## config.mk

```make
export PLATFORM = sky130hd
export DESIGN_NAME = gpio_bank_regs
export DESIGN_NICKNAME = d
export VERILOG_FILES = /design/src/rtl/gpio_bank_pkg.sv /design/src/rtl/gpio_out_data.sv /design/src/rtl/gpio_in_sync.sv /design/src/rtl/gpio_bank_regs.sv
export SDC_FILE = /design/constraint.sdc
export NUM_CORES = 1
export LEC_CHECK = 0
export ABC_AREA = 1
export BUFFER_PORTS_ARGS = -buffer_cell sky130_fd_sc_hd__buf_2
export CORE_AREA = 2 2 151 153
export CTS_CLUSTER_DIAMETER = 80
export CTS_CLUSTER_SIZE = 25
export DETAILED_ROUTE_END_ITERATION = 10
export DIE_AREA = 0 0 153 155
export GPL_TIMING_DRIVEN = 0
export PLACE_DENSITY = 0.66
export SLEW_MARGIN = 25
export SYNTH_ARGS = -nofsm -noshare
export SYNTH_HDL_FRONTEND = slang
export SYNTH_SLANG_ARGS = --single-unit
```

## constraint.sdc

```tcl
create_clock -name clk -period 1.2 [get_ports clk]
set_input_delay 0.12 -clock clk [delete_from_list [all_inputs] [get_ports clk]]
set_output_delay 0.12 -clock clk [all_outputs]
set_load 0.02 [all_outputs]
```

## src/rtl/gpio_bank_pkg.sv

```systemverilog
// Shared definitions for the GPIO bank register block.
// Assumes a 3-bit read selector; unlisted codes read as zero.
package gpio_bank_pkg;
    typedef enum logic [2:0] {
        RSEL_DATA    = 3'd0,
        RSEL_LO_VIEW = 3'd1,
        RSEL_HI_VIEW = 3'd2,
        RSEL_DIR     = 3'd3,
        RSEL_OEN     = 3'd4,
        RSEL_PADS    = 3'd5
    } rd_sel_e;
endpackage

```

## src/rtl/gpio_out_data.sv

```systemverilog
// Output data register with one full-word write and two half-word masked writes.
// Assumes WIDTH is even; each masked word carries a keep mask in its upper
// half and new values in its lower half. Full-word write has priority.
module gpio_out_data #(
    parameter int WIDTH = 32
) (
    input  logic             clk,
    input  logic             rst_n,
    input  logic             full_we,
    input  logic [WIDTH-1:0] full_wdata,
    input  logic             lo_we,
    input  logic [WIDTH-1:0] lo_wdata,
    input  logic             hi_we,
    input  logic [WIDTH-1:0] hi_wdata,
    output logic [WIDTH-1:0] data_q
);
    localparam int HALF = WIDTH / 2;

    logic [1:0]       part_we;
    logic [WIDTH-1:0] part_word [2];
    logic [WIDTH-1:0] merged;

    assign part_we      = {hi_we, lo_we};
    assign part_word[0] = lo_wdata;
    assign part_word[1] = hi_wdata;

    for (genvar h = 0; h < 2; h++) begin : g_half
        logic [HALF-1:0] keep;
        logic [HALF-1:0] val;
        logic [HALF-1:0] cur;
        assign keep = part_word[h][WIDTH-1:HALF];
        assign val  = part_word[h][HALF-1:0];
        assign cur  = data_q[h*HALF +: HALF];
        // Merge new values into unmasked pins of this half.
        always_comb begin
            if (part_we[h]) merged[h*HALF +: HALF] = (cur & keep) | (val & ~keep);
            else            merged[h*HALF +: HALF] = cur;
        end
    end

    // Register update: reset, full-word write, or merged masked writes.
    always_ff @(posedge clk) begin
        if (!rst_n)       data_q <= '0;
        else if (full_we) data_q <= full_wdata;
        else              data_q <= merged;
    end


    full_write_wins_chk: assert property (@(posedge clk) disable iff (!rst_n)
        full_we |=> data_q == $past(full_wdata));


    lo_keep_masked_chk: assert property (@(posedge clk) disable iff (!rst_n)
        (!full_we && lo_we) |=>
        ((data_q[HALF-1:0] ^ $past(data_q[HALF-1:0])) & $past(lo_wdata[WIDTH-1:HALF])) == '0);


    lo_take_open_chk: assert property (@(posedge clk) disable iff (!rst_n)
        (!full_we && lo_we) |=>
        ((data_q[HALF-1:0] ^ $past(lo_wdata[HALF-1:0])) & ~$past(lo_wdata[WIDTH-1:HALF])) == '0);


    hi_take_open_chk: assert property (@(posedge clk) disable iff (!rst_n)
        (!full_we && hi_we) |=>
        ((data_q[WIDTH-1:HALF] ^ $past(hi_wdata[HALF-1:0])) & ~$past(hi_wdata[WIDTH-1:HALF])) == '0);


    hi_untouched_by_lo_chk: assert property (@(posedge clk) disable iff (!rst_n)
        (!full_we && !hi_we) |=> $stable(data_q[WIDTH-1:HALF]));


    lo_untouched_by_hi_chk: assert property (@(posedge clk) disable iff (!rst_n)
        (!full_we && !lo_we) |=> $stable(data_q[HALF-1:0]));
endmodule

```

## src/rtl/gpio_in_sync.sv

```systemverilog
// Multi-stage synchronizer for the raw pad inputs.
// Assumes STAGES >= 1; the output lags pad_in by STAGES rising edges.
module gpio_in_sync #(
    parameter int WIDTH  = 32,
    parameter int STAGES = 2
) (
    input  logic             clk,
    input  logic             rst_n,
    input  logic [WIDTH-1:0] pad_in,
    output logic [WIDTH-1:0] pads_q
);
    logic [WIDTH-1:0] stage_q [STAGES];

    // Shift pad levels through the synchronizer chain.
    always_ff @(posedge clk) begin
        if (!rst_n) begin
            for (int s = 0; s < STAGES; s++) stage_q[s] <= '0;
        end else begin
            stage_q[0] <= pad_in;
            for (int s = 1; s < STAGES; s++) stage_q[s] <= stage_q[s-1];
        end
    end

    assign pads_q = stage_q[STAGES-1];

    for (genvar s = 1; s < STAGES; s++) begin : g_chk

        stage_shift_chk: assert property (@(posedge clk) disable iff (!rst_n)
            $past(rst_n) |-> stage_q[s] == $past(stage_q[s-1]));
    end
endmodule

```

## src/rtl/gpio_bank_regs.sv

```systemverilog
// One GPIO bank: output data, direction, output enable, pad readback.
// Assumes a combinational read selected by rd_sel and synchronous writes.
// A pin drives only when its direction and output-enable bits are both 1.
module gpio_bank_regs
    import gpio_bank_pkg::*;
#(
    parameter int WIDTH       = 32,
    parameter int SYNC_STAGES = 2
) (
    input  logic             clk,
    input  logic             rst_n,
    input  logic             full_we,
    input  logic [WIDTH-1:0] full_wdata,
    input  logic             lo_we,
    input  logic [WIDTH-1:0] lo_wdata,
    input  logic             hi_we,
    input  logic [WIDTH-1:0] hi_wdata,
    input  logic             dir_we,
    input  logic [WIDTH-1:0] dir_wdata,
    input  logic             oen_we,
    input  logic [WIDTH-1:0] oen_wdata,
    input  logic [2:0]       rd_sel,
    output logic [WIDTH-1:0] rd_data,
    input  logic [WIDTH-1:0] pad_in,
    output logic [WIDTH-1:0] pad_out,
    output logic [WIDTH-1:0] pad_drive
);
    localparam int HALF = WIDTH / 2;

    logic [WIDTH-1:0] data_q;
    logic [WIDTH-1:0] dir_q;
    logic [WIDTH-1:0] oen_q;
    logic [WIDTH-1:0] pads_q;

    gpio_out_data #(.WIDTH(WIDTH)) i_out_data (
        .clk        (clk),
        .rst_n      (rst_n),
        .full_we    (full_we),
        .full_wdata (full_wdata),
        .lo_we      (lo_we),
        .lo_wdata   (lo_wdata),
        .hi_we      (hi_we),
        .hi_wdata   (hi_wdata),
        .data_q     (data_q)
    );

    gpio_in_sync #(.WIDTH(WIDTH), .STAGES(SYNC_STAGES)) i_in_sync (
        .clk    (clk),
        .rst_n  (rst_n),
        .pad_in (pad_in),
        .pads_q (pads_q)
    );

    // Direction register, 1 = output.
    always_ff @(posedge clk) begin
        if (!rst_n)      dir_q <= '0;
        else if (dir_we) dir_q <= dir_wdata;
    end

    // Output-enable register, independent of direction.
    always_ff @(posedge clk) begin
        if (!rst_n)      oen_q <= '0;
        else if (oen_we) oen_q <= oen_wdata;
    end

    assign pad_out   = data_q;
    assign pad_drive = dir_q & oen_q;

    // Read multiplexer; half views are zero-extended.
    always_comb begin
        rd_data = '0;
        case (rd_sel_e'(rd_sel))
            RSEL_DATA:    rd_data = data_q;
            RSEL_LO_VIEW: rd_data[HALF-1:0] = data_q[HALF-1:0];
            RSEL_HI_VIEW: rd_data[HALF-1:0] = data_q[WIDTH-1:HALF];
            RSEL_DIR:     rd_data = dir_q;
            RSEL_OEN:     rd_data = oen_q;
            RSEL_PADS:    rd_data = pads_q;
            default:      rd_data = '0;
        endcase
    end


    dir_load_chk: assert property (@(posedge clk) disable iff (!rst_n)
        dir_we |=> dir_q == $past(dir_wdata));


    oen_load_chk: assert property (@(posedge clk) disable iff (!rst_n)
        oen_we |=> oen_q == $past(oen_wdata));


    drive_both_chk: assert property (@(posedge clk) disable iff (!rst_n)
        (dir_we && oen_we) |=> pad_drive == ($past(dir_wdata) & $past(oen_wdata)));


    view_upper_zero_chk: assert property (@(posedge clk) disable iff (!rst_n)
        (rd_sel == 3'd1 || rd_sel == 3'd2) |-> rd_data[WIDTH-1:HALF] == '0);
endmodule

```

==> flow_summary.toml, run 1 <==
[outcome]
status = "finished, violations left"
violations = "setup timing"

[synthesis]
avgSynthCellArea_um2 = 6.42
syn-num-nets = 1354
yosysWarnings = 0
muxShareOfSynthArea_pct = 0
synth_fa_ha_area_share_pct = 0
ys_seq_area_share_pct = 43.3
synthXorXnorAreaFrac_pct = 0
synth_top_family_by_area = "simple AND/OR/NAND/NOR gates"
yosys.area_share.simple_pct = 36.4
ys_seq_elements = 160
netlist_instances = 1152
synth_compound_area_share_pct = 5.41
netlist_area_mm2 = 0.00740
synthDistinctLibCells = 17

[route]
post_drt_via_cell_ratio = 4.63
drt-initial-drc-count = 626
firstDrtPassIters = 5
wire_per_inst_um = 16.0
routed_wl_um = 30300
drc = 0
ant_nets = 0
routed-via-count = 8783

[placement]
placedCellCount = 1732
portBuffers = 295
placed_cell_area_mm2 = 0.00923
dp_hpwl_um = 22900
gp_congestion = 0.903

[setup_path]
cp_max_fo = 3
path_class = "reg2out"
critPathLaunchType = "flip-flop"
reg2reg_depth = 6
rrSetupSlack_ns = 0.26
crit_required_ns = 1.08
end_kind = "output pin"
critPathArrivalTime_ns = 1.29

[run]
max_cap_viol_count = 0

[floorplanning]
row_count = 55
ios = 298
fp.dieW_um = 153
core_mm2 = 0.0222
die_area_mm2 = 0.0237
die_h_um = 155
initial_core_util_pct = 33.3

[pwr]
p_sw_mw = 3.93
p_leak_nw = 6.49
power_frac_comb_pct = 19.0
p_int_mw = 10.0
p_per_area_mw_per_mm2 = 1170
pwr-share-clk_pct = 38.2
switching_share_pct = 28.2
seq_power_share_pct = 42.8
vdd_drop_max_uv = 796

[cts]
cts.htree.levels = 4
root_buffer = "clkbuf_16"
clk_latency_ns = 0.42
clk_pin_slew_ns = 0.06
cts_tree = "yes"
clk_path_buf_depth = 2
cts.sinks = 160
numCtsBuffers = 17

[timing]
period_share_pct = 118
hold_viol_final = 0
finalClockSkew_ns = 0.00426
worst_slack_ns = -0.214
fmax_ghz = 0.707
worstMarginPinSlew_ns = 0.602
slew_headroom_pct = 59.9
rsz0062_at_grt = "yes"
maxSlewViolCount = 0
post-route-min-period_ns = 1.41
setup-violations-final = 37

[global_routing]
grt_pass1_wl_um = 44500
antenna_found_initial = 1
grt_use_total_pct = 24.3
grt_pass1_vias = 8193
grt_max_degree = 17
overflow = 0

[hold_path]
hold_path_end = "dir_q[8]"
min_path_cells = 3
min_from = "dir_wdata[8]"
hold_class = "in2reg"

[layout]
design_area_mm2 = 0.0119
layout.nets = 1799
fillers = 2157
layout_common_cells = "nand2_1 (232), buf_2 (232), nor2_1 (194)"
post-route-util_pct = 53.7
drive_above_1_share_pct = 33.0
fin_cells = 1896
area_growth_pct = 61.3
==> routing by layer <==
layer | global-route usage, % | routed length (um) | vias to the layer above | share of wire (%)
met4 | 8.33 | 950 | 0 | 3.1
met2 | 41.1 | 14500 | 346 | 48
met5 | 0 | 0 | - | 0
met3 | 3.29 | 1620 | 63 | 5.3
met1 | 31.9 | 13200 | 3949 | 44
li1 | - | - | 4425 | -
==> stage by stage <==
stage | TNS, ns | total power [mW] | hold slack, ns | worst slack [ns]
floorplan | 0 | 7.05 | 0.218 | 0.0772
global placement | -10.28 | 8.02 | 0.307 | -0.365
detailed placement | -11.62 | 8.04 | 0.308 | -0.364
CTS | -6.44 | 13.9 | 0.00221 | -0.232
global route | -6.49 | 14.6 | 0.0204 | -0.261
finish | -4.87 | 14.0 | 0.0170 | -0.214
==> worst max path at each step <==
stage / slack, ns / start / cells after the start / to
after floorplan: 0.08 / rd_sel[0] / 7 / rd_data[0]
final: -0.21 / flip-flop / 5 / rd_data[10]
after global routing: -0.26 / flip-flop / 5 / rd_data[1]
after global placement: -0.37 / rd_sel[1] / 7 / rd_data[17]
after detailed placement: -0.36 / rd_sel[1] / 7 / rd_data[20]
after CTS: -0.23 / flip-flop / 5 / rd_data[13]
==> layout make-up <==
cell class	instances	area (um2)	area share, %
buffer	68	360	3.02
clock buffer	21	450	3.78
sequential	160	3360	28.1
tap	285	357	2.99
antenna	1	2.50	0.0210
clock inverter	11	131	1.10
timing repair buffer	426	3140	26.3
inverter	215	820	6.87
multi-input combinational	709	3310	27.8
==> critical path, stage by stage (launching register included) <==
cell and delay (ns):
dfxtp_4 0.39, inv_2 0.04, nor2_2 0.13, nor2_1 0.05, nand3_1 0.12, buf_6 0.13
==> kinds of logic (layout without fill, tap and decap cells) <==
family                 after synthesis  count (layout)
other                                0               1
AO/OA/AOI/OAI                       80              80
AND/OR/NAND/NOR                    629             629
buffers and inverters              283             741
flip-flops                         160             160
==> synthesized netlist by cell type, drive strengths merged <==
library cell  instances  share of area [%]
dfxtp               160                 43
nor3                  1               0.14
nor2                210                 11
clkbuf               38                1.9
nand2               236                 12
a21oi                16                1.1
nand3               118                8.1
buf                  30                2.0
inv                 215                 11
nand4                64                5.4
o21ai                64                4.3
==> timing repair <==
action / 4_1_cts / 5_1_grt
setup buffers: 16 / 7
gates resized for setup: 195 / 159
setup endpoints to repair: 71 / 70
cloned: 0 / 1
endpoints found under the hold margin: 106 / 0
pin swaps: 36 / 54
hold buffers: 107 / 0
==> power groups by stage <==
| stage | clock network [mW] | logic [mW] | registers, mW |
|---|---|---|---|
| after floorplan | 0 | 1.05 | 6.01 |
| after global placement | 0 | 1.96 | 6.07 |
| after detailed placement | 0 | 1.97 | 6.07 |
| after CTS | 5.43 | 2.48 | 5.96 |
| after global routing | 5.68 | 2.90 | 6.01 |
| final | 5.33 | 2.66 | 5.98 |
(Power assumes the default switching activity.)
==> run 2, diff against run 1 <==
Settings changed: ABC_AREA 1 to not set, CORE_AREA 2 2 151 153 to 2 2 148 150, DIE_AREA 0 0 153 155 to 0 0 150 152.
==> run 2 against run 1 <==
Net effect: die area fell by 3.9%; the flow still finishes with violations (setup timing); hold slack got worse by 0.0056 ns; critical endpoint is now rd_data[2]; largest power group unchanged; global-route usage rose by 0.077 points; combinational power rose by 2%; via count fell by 20%; non-clock buffer count rose by 24.
==> flow_summary.toml, run 2 <==
[outcome]
status = "finished, violations left"
violations = "setup timing"

[synthesis]
synthDistinctLibCells = 24
avgSynthCellArea_um2 = 10.0
syn-num-nets = 904
synth_edf_count = 0
ys_top_cells_by_count = "dfxtp_1 (160), mux2i_1 (144), and2_1 (97)"
synthFlopType = "dfxtp_1"
synth_top_area_share_pct = 45.4
yosysWarnings = 0
netlist_area_mm2 = 0.00705
synthTopCellsByArea = "dfxtp_1 (45%), mux2i_1 (20%), and2_1 (8.6%)"
yosysTopAreaCell = "dfxtp_1"
ys_seq_elements = 160
ys_seq_area_share_pct = 45.4
yosysMostFrequentCell = "dfxtp_1"
synthArstFlopShare_pct = 0
netlist_instances = 702

[setup_path]
cpMaxStageDelayCell = "dfxtp_4"
path_class = "reg2out"
reg2reg_depth = 4
cp_num_buf_inv = 1
path_depth = 4
path_delay_family = "flip-flops"
crit_chain = "mux2i_1 -> a211o_1 -> o21ai_2 -> buf_6"
rrSetupSlack_ns = 0.18
crit_required_ns = 1.08
slowest_delay_ns = 0.40
cp_max_fo = 3
critPathArrivalTime_ns = 1.42
critPathLaunchType = "flip-flop"
end_kind = "output pin"

[route]
wire_per_inst_um = 19.5
post_drt_via_cell_ratio = 4.76
firstDrtPassIters = 4
routed-via-count = 7050
ant_nets = 0
drc = 0
routed_wl_um = 28900
drt-initial-drc-count = 274

[floorplanning]
die_h_um = 152
initial_core_util_pct = 33.0
ios = 298
die_area_mm2 = 0.0228
row_count = 54
core_mm2 = 0.0214
fp.dieW_um = 150

[cts]
root_buffer = "clkbuf_16"
cts.htree.levels = 4
clk_latency_ns = 0.43
numCtsBuffers = 17
clk_pin_slew_ns = 0.07
cts_tree = "yes"
cts.sinks = 160
clk_path_buf_depth = 2

[timing]
setup-violations-final = 40
slew_headroom_pct = 56.2
rsz0062_at_grt = "yes"
finalClockSkew_ns = 0.00693
worst_slack_ns = -0.337
hold_ws_ns = 0.0114
worstMarginPinSlew_ns = 0.657
period_share_pct = 128
hold_viol_final = 0
fmax_ghz = 0.651
maxSlewViolCount = 0
post-route-min-period_ns = 1.54

[pwr]
p_leak_nw = 5.48
power.total_mw = 14.0
p_per_area_mw_per_mm2 = 1170
vdd_drop_max_uv = 791

[layout]
layout.nets = 1389
num_antenna_cells = 0
layout_common_cells = "buf_2 (233), dlygate4sd3_1 (147), mux2i_1 (143)"
drive_above_1_share_pct = 42.9
area_growth_pct = 69.2
design_area_mm2 = 0.0119
final_common_cell = "buf_2"

[global_routing]
grt_pass1_vias = 7223
overflow = 0
grt_max_degree = 17
grt_use_total_pct = 24.3
antenna_found_initial = 0
grt_pass1_wl_um = 41100

[hold_path]
hold_class = "in2reg"
min_path_cells = 3
min_from = "lo_wdata[11]"

[placement]
placed_cell_area_mm2 = 0.00887
dp_hpwl_um = 20100
gp_congestion = 0.879
portBuffers = 293

[run]
max_cap_viol_count = 0
==> run 2: cell count changes after synthesis, moves of 23 or more <==
cell / delta
and2_1: +97
inv_1: -212
mux2i_1: +144
nand2_1: -236
nand3_1: -112
nand4_1: -64
nor2_1: -191
nor2b_1: +83
o21ai_0: -23
==> run 2: per-layer routing <==
layer	vias up	GRT usage, %	wire length, um
met5	-	0	0
met4	0	10.2	1280
met3	73	4.29	1560
met2	311	43.1	14100
met1	3272	28.7	11900
li1	3394	-	-
==> run 2: layout make-up <==
class / count / area, um2
flip-flops and latches: 160 / 3370
plain buffers: 52 / 320
inverters: 1 / 3.75
clock buffers: 18 / 439
clock inverters: 14 / 145
fillers: 1761 / 9420
repair buffers: 466 / 3600
multi-input cells: 489 / 3700
well taps: 280 / 350
==> run 2: logic make-up after synthesis <==
logic type / after synthesis / share of synthesized area, %
simple gates: 217 / 18.8
flops: 160 / 45.4
mux: 144 / 20.4
compound gates: 128 / 10.8
buf+inv: 53 / 4.52
==> run 2: worst max path at each step <==
stage                       end  slack [ns]       from
global placement    rd_data[10]       -0.19  flip-flop
global route        rd_data[24]       -0.39  flip-flop
finish               rd_data[2]       -0.34  flip-flop
CTS                  rd_data[7]       -0.35  flip-flop
detailed placement   rd_data[3]       -0.19  flip-flop
floorplan           rd_data[10]        0.02  flip-flop
==> run 2: repair_timing <==
action	in CTS	in global routing
resized for setup	235	77
buffers inserted	21	7
endpoints found under the hold margin	127	0
pin swaps	29	5
hold buffers	147	0
setup endpoints to repair	79	70
==> run 2: per-stage QoR <==
stage | TNS [ns] | utilization (%) | instances | worst slack, ns
floorplan | 0 | - | 702 | 0.0237
global placement | -3.77 | 41.5 | 1275 | -0.189
detailed placement | -3.84 | 41.5 | 1275 | -0.194
CTS | -9.55 | 54.8 | 1475 | -0.352
global route | -11.28 | 55.9 | 1480 | -0.390
finish | -9.25 | 55.9 | 1480 | -0.337
==> run 2: worst reg2reg max path: cells and delay by family (launching register included) <==
kind / cells / cell delay [ns]
AO/OA/AOI/OAI: 1 / 0.09
buffers and inverters: 2 / 0.24
flip-flops: 1 / 0.37
multiplexers: 1 / 0.18
==> run 2: power by group <==
part	internal, mW	switching [mW]
Combinational	1.46	1.24
Sequential	5.64	0.280
Clock	2.99	2.41
Total	10.1	3.92
==> run 3, diff against run 2 <==
Settings changed: CORE_AREA 2 2 148 150 to 2 2 125 127, DIE_AREA 0 0 150 152 to 0 0 127 129, PLACE_DENSITY 0.66 to 0.86.
==> run 3 against run 2 <==
Net effect: the run still ends with setup timing left; first-iteration DRC count rose by 110%; sequential share of layout area increased by 0.13 points; clock power shrank 1%; combinational power grew 6%; largest cell class unchanged; highest routed layer unchanged.
==> flow_summary.toml, run 3 (synthesis results as in run 2) <==
[layout]
layout.nets = 1391
fillers = 852
layout_common_cells = "buf_2 (226), mux2i_1 (142), dlygate4sd3_1 (142)"
multiInputGateArea_mm2 = 0.00375
area_growth_pct = 69.3
drive_above_1_share_pct = 44.6
final_common_cell = "buf_2"
seqCellArea_mm2 = 0.00338
design_area_mm2 = 0.0119

[floorplanning]
core_mm2 = 0.0150
die_area_mm2 = 0.0164
fp.dieW_um = 127
ios = 298
die_h_um = 129
initial_core_util_pct = 47.1
row_count = 45

[route]
drt-initial-drc-count = 564
routed_wl_um = 31900
routed-via-count = 7747
firstDrtPassIters = 7
wire_per_inst_um = 23.0
drc = 0
ant_nets = 0
post_drt_via_cell_ratio = 5.58

[placement]
pre_cts_slack_ns = -0.174
portBuffers = 293
gp_congestion = 1.00
placed_cell_area_mm2 = 0.00875
dp_hpwl_um = 18400

[hold_path]
min_path_cells = 3
hold_class = "in2reg"

[global_routing]
overflow = 0
grt_pass1_wl_um = 44400
antenna_found_initial = 1
grt_max_degree = 17
grt_pass1_vias = 7724
grt_use_total_pct = 36.4

[timing]
hold_viol_final = 0
post-route-min-period_ns = 1.59
worstMarginPinSlew_ns = 0.672
finalClockSkew_ns = 0.00817
hold_ws_ns = 0.00838
setup-violations-final = 43
maxSlewViolCount = 0
slew_headroom_pct = 55.2
fmax_ghz = 0.628
period_share_pct = 133
rsz0062_at_grt = "yes"
worst_slack_ns = -0.391
setup_tns_ns = -9.74

[setup_path]
crit_end = "rd_data[5]"
crit_required_ns = 1.08
path_class = "reg2out"
cp_max_fo = 3
rrSetupSlack_ns = 0.18
critPathLaunchType = "flip-flop"
end_kind = "output pin"
critPathArrivalTime_ns = 1.47
reg2reg_depth = 4

[cts]
cts.sinks = 160
root_buffer = "clkbuf_16"
cts_tree = "yes"
clk_pin_slew_ns = 0.06
numCtsBuffers = 17
clk_latency_ns = 0.43
cts.htree.levels = 4
clk_path_buf_depth = 2

[pwr]
vdd_drop_max_uv = 1140
p_per_area_mw_per_mm2 = 1180
p_leak_nw = 5.52
power.total_mw = 14.1

[run]
max_cap_viol_count = 0

[outcome]
violations = "setup timing"
status = "finished, violations left"
[run 3: cell types whose count changed in the layout (fill, tap and decap cells not counted), moves of 5 or more]
cell           delta
dfxtp_1           -8
dfxtp_2           +5
buf_6            +13
dlygate4sd3_1     -5
buf_2             -7
[run 3: routing by layer]
metal / track usage (%) / vias up / part of all wire [%] / routed length [um]
met5: 0 / - / 0 / 0
met4: 23.2 / 0 / 7.4 / 2360
met3: 8.48 / 176 / 8.4 / 2670
met2: 64.4 / 539 / 49 / 15700
met1: 39.3 / 3640 / 35 / 11100
li1: - / 3392 / - / -
[run 3: cell type report]
cell class | count | share of cell area (%)
Multi-Input combinational cell | 489 | 31.4
Timing Repair Buffer | 468 | 30.7
Sequential cell | 160 | 28.3
Clock buffer | 21 | 3.86
Buffer | 52 | 2.75
Tap cell | 188 | 1.97
Clock inverter | 8 | 0.901
Inverter | 1 | 0.0314
Antenna cell | 1 | 0.0210
[run 3: metrics by stage]
stage,utilization (%),cells
after floorplan,-,702
after global placement,58.4,1183
after detailed placement,58.4,1183
after CTS,77.1,1378
after global routing,79.7,1388
final,79.7,1388
[run 3: critical path: stages (launching register included)]
cell and delay, ns:
dfxtp_4 0.39, mux2i_1 0.09, a211o_1 0.31, o21ai_2 0.11, buf_6 0.15
[run 3: how the worst min path moves through the flow]
stage          slack, ns                  endpoint           from
5_1_grt           0.0008                 oen_q[17]  oen_wdata[17]
4_1_cts            0.004                 oen_q[28]  oen_wdata[28]
2_1_floorplan       0.25   i_in_sync.stage_q[0][0]      pad_in[0]
6_report           0.008                 oen_q[17]  oen_wdata[17]
3_3_place_gp        0.33   i_in_sync.stage_q[0][2]      pad_in[2]
3_5_place_dp        0.33  i_in_sync.stage_q[0][21]     pad_in[21]
[run 3: power breakdown]
part	leakage [nW]	switching [mW]	internal (mW)	total (mW)
Clock	0.276	2.18	3.16	5.34
Sequential	1.36	0.298	5.64	5.94
Combinational	3.88	1.36	1.51	2.86
Total	5.52	3.84	10.3	14.1
[run 3: repair_timing]
item                       in CTS  in global routing
setup endpoints to repair      78                 77
hold endpoints to repair      123                  0
resized for setup             233                127
pin swaps                      28                  7
hold buffers                  142                  0
setup buffers                  24                 16
